--- config.mk ---
export PLATFORM = sky130hd
export DESIGN_NAME = ce_threshold_bank
export DESIGN_NICKNAME = d
export VERILOG_FILES = /design/src/rtl/ce_bank_pkg.sv /design/src/rtl/ce_cfg_regs.sv /design/src/rtl/ce_status_counter.sv /design/src/rtl/ce_irq_fanout.sv /design/src/rtl/ce_threshold_bank.sv
export SDC_FILE = /design/constraint.sdc
export NUM_CORES = 1
export LEC_CHECK = 0
export BUFFER_PORTS_ARGS = -buffer_cell sky130_fd_sc_hd__clkbuf_2
export CAP_MARGIN = 20
export CORE_ASPECT_RATIO = 1.25
export CORE_MARGIN = 1
export CORE_UTILIZATION = 47
export DETAILED_ROUTE_END_ITERATION = 7
export GPL_ROUTABILITY_DRIVEN = 0
export PLACE_DENSITY_LB_ADDON = 0.25
export SETUP_SLACK_MARGIN = 0.3
export SYNTH_ARGS = -nofsm -noshare
export SYNTH_HDL_FRONTEND = slang
export SYNTH_SLANG_ARGS = --single-unit
--- constraint.sdc ---
create_clock -name clk -period 6.32 [get_ports clk]
set_clock_uncertainty 0.05 [all_clocks]
set_input_delay 0.632 -clock clk [delete_from_list [all_inputs] [get_ports clk]]
set_output_delay 0.632 -clock clk [all_outputs]
set_load 0.01 [all_outputs]
--- src/rtl/ce_bank_pkg.sv ---
package ce_bank_pkg;
  localparam int unsigned CE_CNT_W = 15;
  typedef logic [CE_CNT_W-1:0] ce_cnt_t;

  typedef enum logic [1:0] {
    SEL_CAP = 2'd0,
    SEL_CTL = 2'd1,
    SEL_STS = 2'd2,
    SEL_NONE = 2'd3
  } ce_sel_e;

  // Saturating increment of the count field.
  function automatic ce_cnt_t ce_sat_inc(input ce_cnt_t c);
    return (c == '1) ? c : ce_cnt_t'(c + 1'b1);
  endfunction

  // A zero threshold is substituted by one.
  function automatic ce_cnt_t ce_eff_thr(input ce_cnt_t t);
    return (t == '0) ? ce_cnt_t'(1) : t;
  endfunction

  // The equality is reached on this increment and did not hold before it.
  function automatic logic ce_first_equal(input ce_cnt_t cur, input ce_cnt_t thr);
    return (ce_sat_inc(cur) == ce_eff_thr(thr)) && (cur != ce_eff_thr(thr));
  endfunction
endpackage

--- src/rtl/ce_cfg_regs.sv ---
module ce_cfg_regs
  import ce_bank_pkg::*;
#(
  parameter int unsigned DATA_W    = 64,
  parameter int unsigned GEN_BIT   = 10,
  parameter int unsigned BEN_BIT   = 30,
  parameter int unsigned THR_LSB   = 0,
  parameter bit          SUPPORTED = 1'b1
) (
  input  logic              clk,
  input  logic              rst_n,
  input  logic              wr_en,
  input  logic [1:0]        wr_sel,
  input  logic [DATA_W-1:0] wr_data,
  output logic              glob_en,
  output logic              bank_en,
  output ce_cnt_t           thr
);
  logic cap_wr;
  logic ctl_wr;

  assign cap_wr = wr_en && (wr_sel == SEL_CAP);
  assign ctl_wr = wr_en && (wr_sel == SEL_CTL);

  always_ff @(posedge clk or negedge rst_n) begin
    if (!rst_n) begin
      glob_en <= 1'b0;
    end else if (cap_wr) begin
      glob_en <= wr_data[GEN_BIT];
    end
  end

  generate
    if (SUPPORTED) begin : g_thr_impl
      always_ff @(posedge clk or negedge rst_n) begin
        if (!rst_n) begin
          thr     <= '0;
          bank_en <= 1'b0;
        end else if (ctl_wr) begin
          thr     <= wr_data[THR_LSB +: CE_CNT_W];
          bank_en <= wr_data[BEN_BIT];
        end
      end
    end else begin : g_thr_absent
      assign thr     = '0;
      assign bank_en = 1'b0;
    end
  endgenerate
endmodule

--- src/rtl/ce_status_counter.sv ---
module ce_status_counter
  import ce_bank_pkg::*;
(
  input  logic    clk,
  input  logic    rst_n,
  input  logic    ce_strobe,
  input  logic    sts_wr,
  input  logic    wr_valid,
  input  ce_cnt_t wr_count,
  output logic    valid,
  output ce_cnt_t count,
  output logic    inc_fire
);
  // A status write wins over a simultaneous error pulse.
  assign inc_fire = ce_strobe && !sts_wr;

  always_ff @(posedge clk or negedge rst_n) begin
    if (!rst_n) begin
      valid <= 1'b0;
      count <= '0;
    end else if (sts_wr) begin
      valid <= wr_valid;
      count <= wr_valid ? wr_count : '0;
    end else if (inc_fire) begin
      valid <= 1'b1;
      count <= ce_sat_inc(count);
    end
  end
endmodule

--- src/rtl/ce_irq_fanout.sv ---
module ce_irq_fanout
  import ce_bank_pkg::*;
#(
  parameter int unsigned N_TGT = 4
) (
  input  logic             clk,
  input  logic             rst_n,
  input  logic             inc_fire,
  input  ce_cnt_t          count,
  input  ce_cnt_t          thr,
  input  logic             glob_en,
  input  logic             bank_en,
  input  logic [N_TGT-1:0] share_mask,
  output logic             hit,
  output logic [N_TGT-1:0] irq
);
  assign hit = inc_fire && glob_en && bank_en && ce_first_equal(count, thr);

  generate
    for (genvar t = 0; t < N_TGT; t++) begin : g_tgt
      always_ff @(posedge clk or negedge rst_n) begin
        if (!rst_n) begin
          irq[t] <= 1'b0;
        end else begin
          irq[t] <= hit && share_mask[t];
        end
      end
    end
  endgenerate
endmodule

--- src/rtl/ce_threshold_bank.sv ---
module ce_threshold_bank
  import ce_bank_pkg::*;
#(
  parameter int unsigned N_TGT     = 4,
  parameter int unsigned GEN_BIT   = 10,
  parameter int unsigned BEN_BIT   = 30,
  parameter int unsigned THR_LSB   = 0,
  parameter int unsigned CNT_LSB   = 38,
  parameter int unsigned VALID_BIT = 63,
  parameter bit          SUPPORTED = 1'b1
) (
  input  logic             clk,
  input  logic             rst_n,
  input  logic             ce_strobe,
  input  logic             wr_en,
  input  logic [1:0]       wr_sel,
  input  logic [63:0]      wr_data,
  input  logic [N_TGT-1:0] share_mask,
  output logic [31:0]      cap_rd,
  output logic [31:0]      ctl_rd,
  output logic [63:0]      status_rd,
  output logic [N_TGT-1:0] irq
);
  localparam int unsigned DATA_W = 64;

  logic    glob_en;
  logic    bank_en;
  ce_cnt_t thr;
  logic    sts_wr;
  logic    valid;
  ce_cnt_t count;
  logic    inc_fire;
  logic    hit_w;

  assign sts_wr = wr_en && (wr_sel == SEL_STS);

  ce_cfg_regs #(
    .DATA_W(DATA_W), .GEN_BIT(GEN_BIT), .BEN_BIT(BEN_BIT),
    .THR_LSB(THR_LSB), .SUPPORTED(SUPPORTED)
  ) u_cfg (
    .clk(clk), .rst_n(rst_n), .wr_en(wr_en), .wr_sel(wr_sel),
    .wr_data(wr_data), .glob_en(glob_en), .bank_en(bank_en), .thr(thr)
  );

  ce_status_counter u_sts (
    .clk(clk), .rst_n(rst_n), .ce_strobe(ce_strobe), .sts_wr(sts_wr),
    .wr_valid(wr_data[VALID_BIT]), .wr_count(wr_data[CNT_LSB +: CE_CNT_W]),
    .valid(valid), .count(count), .inc_fire(inc_fire)
  );

  ce_irq_fanout #(.N_TGT(N_TGT)) u_irq (
    .clk(clk), .rst_n(rst_n), .inc_fire(inc_fire), .count(count), .thr(thr),
    .glob_en(glob_en), .bank_en(bank_en), .share_mask(share_mask),
    .hit(hit_w), .irq(irq)
  );

  always_comb begin
    cap_rd                       = '0;
    cap_rd[GEN_BIT]              = glob_en;
    ctl_rd                       = '0;
    ctl_rd[THR_LSB +: CE_CNT_W]  = thr;
    ctl_rd[BEN_BIT]              = bank_en;
    status_rd                    = '0;
    status_rd[CNT_LSB +: CE_CNT_W] = count;
    status_rd[VALID_BIT]         = valid;
  end
endmodule

==> results.toml <==
[worst_setup_path]
path_class = "reg -> reg"
crit_start = "u_sts.count[1]$_DFFE_PN0P_"
worstPathArrival_ns = 3.04
crit_path_start_kind = "flip-flop"
critPathRequiredTime_ns = 6.46
ff2ff_path_depth = 7
cp-end-kind = "flip-flop"
r2r-start = "u_sts.count[1]$_DFFE_PN0P_"
path_max_fanout = 8
rr_endpoint = "u_irq.irq[0]$_DFF_PN0_"
r2r_setup_slack_ns = 3.42

[power]
power_mw = 1.051
irDropWorstVdd_v = 0.0001781
p_int_uw = 601.7
p_sw_uw = 449.5
clkPwrFrac_pct = 19.7
switching_share_pct = 42.76
powerDensity_nw_per_um2 = 318.9
p_comb_share_pct = 40.6
power_frac_seq_pct = 39.7
p_leak_nw = 1.592

[detailed_routing]
drtPass1Iterations = 4
drtAntennaViolNets = 0
wl_per_cell_um = 13.20
drc_errors = 0
wl_um = 6575
vias = 2419
drt_iter0_drc = 87
vias_per_cell = 4.857

[die]
die_area_um2 = 7116
start_util_pct = 48.54
die_w_um = 75.65
die_y_um = 94.07
std_cell_rows = 33
core-area_um2 = 6565
io_pins = 206

[global_routing]
grt_max_degree = 38
antenna_found_initial = 0
grt_overflow_total = 0
grt_pass1_wl_um = 10060
first_global_vias = 2062
track_usage_pct = 18.89

[run_status]
run_status = "complete, no violations"

[finish]
drive_above_1_share_pct = 27.74
final_common_cell = "conb_1"
fillerInstances = 638
nNetsFinal = 485
utilization_pct = 50.22
antenna_cells = 0
syn_to_final_growth_pct = 3.455
layout_common_cells = "95 x conb_1, 78 x clkbuf_2, 37 x dfrtp_1, 27 x a21oi_1, 20 x xnor2_1"

[sta]
finalHoldViolations = 0
rsz0062_at_grt = "false"
worst-slew-pin-transition_ns = 0.9212
fin_setup_tns_ns = 0
setup_viol = 0
slew_headroom_pct = 38.59
fmax_ghz = 0.3443
min_period_ns = 2.904
finalCritPeriodShare_pct = 45.95
slew_violations = 0
hold_ws_ns = 0.4115

[clocking]
path_clk_slew_ns = 0.08
cts-root-buf = "clkbuf_8"
cts_sinks = 37
cts_tree = "done"
clock_path_buffers = 2
cts_hold_buffers = 0
cts-resized-gates = 0
htree_levels = 2
insertion_delay_ns = 0.29
post-cts-setup-buffers = 0
cts_made_buffers = 5

[synth]
synth_cell_types = 50
ys_seq_area_share_pct = 29.05
ys_warn_count = 0
syn_avg_cell_area_um2 = 9.210
ys.flop_type = "dfrtp_1"
synth_cells = 346
synth_seq_cells = 37
synth_edf_count = 0
synthArstFlopShare_pct = 100.0
synth_area_um2 = 3187

[place]
place_hpwl_um = 5144
portBuffers = 78

[min_path]
hp-class = "in -> async"

[job]
drv_cap = 0
## power groups by stage
stage | Sequential [mW] | Combinational [mW] | Clock, mW
after detailed placement | 0.420 | 0.424 | 0
after CTS | 0.415 | 0.426 | 0.213
final | 0.417 | 0.427 | 0.208
after global routing | 0.428 | 0.473 | 0.225
after global placement | 0.419 | 0.416 | 0
after floorplan | 0.373 | 0.407 | 0
## metal layers
| layer | share of wire, % | up-vias | wire, um | global-route usage, % |
|---|---|---|---|---|
| met3 | 5.5 | 19 | 361 | 3.112 |
| met2 | 51 | 131 | 3372 | 30.88 |
| met4 | 3.6 | 0 | 239 | 9.414 |
| li1 | - | 1143 | - | - |
| met1 | 40 | 1126 | 2602 | 23.57 |
| met5 | 0 | - | 0 | 0 |
## cells by family (layout without fill, tap and decap cells)
family	after synthesis	count (layout)	synth area share (%)
AOI/OAI and AO/OA	49	49	9.619
other	1	95	0.1177
and+or+nand+nor	79	79	15.08
DFF	37	37	29.05
adders and majority gates	1	1	0.3926
buffers and inverters	121	92	27.95
muxes	20	20	7.342
xor gates and xnor gates	38	38	10.44
## Yosys cell counts, drive strengths merged (2+ instances only)
cell    instances  area (um2)
nor2            8       30.03
a31oi           4       25.02
xor2           18       157.7
buf           102       769.5
nor3            6       30.03
o41ai           2       17.52
mux2i           3       42.54
nand2          12       45.04
nand3          10       55.05
xnor2          20       175.2
nor4           12       81.33
and3            4       26.28
inv             5       18.77
nand3b          2       15.01
nand4b          2       17.52
nand4          13       96.34
and4            3       26.28
dfrtp          37       925.9
clkbuf         14       102.6
a21oi          27       135.1
o21a            2       15.01
mux2           17       191.4
a21o            2       15.01
a211oi          2       20.02
o21ai           3       15.01
and2            2       13.77
## worst max-delay path, stage by stage (launching register included)
cell and delay [ns]:
dfrtp_1 0.52, ha_1 0.42, nand4_4 0.20, nor4_2 0.55
o21ai_0 0.22, a2111oi_2 0.33, nand4_1 0.23, nor4_1 0.28
## sequential cells by signal (all words and copies together), names as in the netlist
register,cells
u_sts.valid,1
u_cfg.bank_en,1
u_irq.irq,4
u_cfg.thr,15
u_sts.count,15
u_cfg.glob_en,1
## area by class of cell
class	count	area (um2)	area share, %
flip-flops and latches	37	925.9	28.08
multi-input cells	282	1723	52.26
clock buffers	5	68.82	2.087
well taps	87	108.9	3.302
repair buffers	79	405.4	12.30
clock inverters	3	46.29	1.404
inverters	5	18.77	0.5693
## worst max path at each step
stage,endpoint,slack (ns),cells after the start
finish,u_irq.irq[0]$_DFF_PN0_,3.42,7
global route,u_irq.irq[0]$_DFF_PN0_,3.12,7
CTS,u_irq.irq[0]$_DFF_PN0_,3.40,7
detailed placement,u_irq.irq[0]$_DFF_PN0_,3.35,6
global placement,u_irq.irq[3]$_DFF_PN0_,3.43,6
floorplan,u_irq.irq[0]$_DFF_PN0_,3.79,8
## per-stage QoR
step / instances / setup slack (ns) / instance area, um2
finish: 498 / 3.416 / 3297
global route: 498 / 3.115 / 3297
CTS: 497 / 3.404 / 3282
detailed placement: 489 / 3.346 / 3167
global placement: 489 / 3.430 / 3167
floorplan: 440 / 3.790 / 3540
Note: power is estimated with default switching activity, not from simulation.
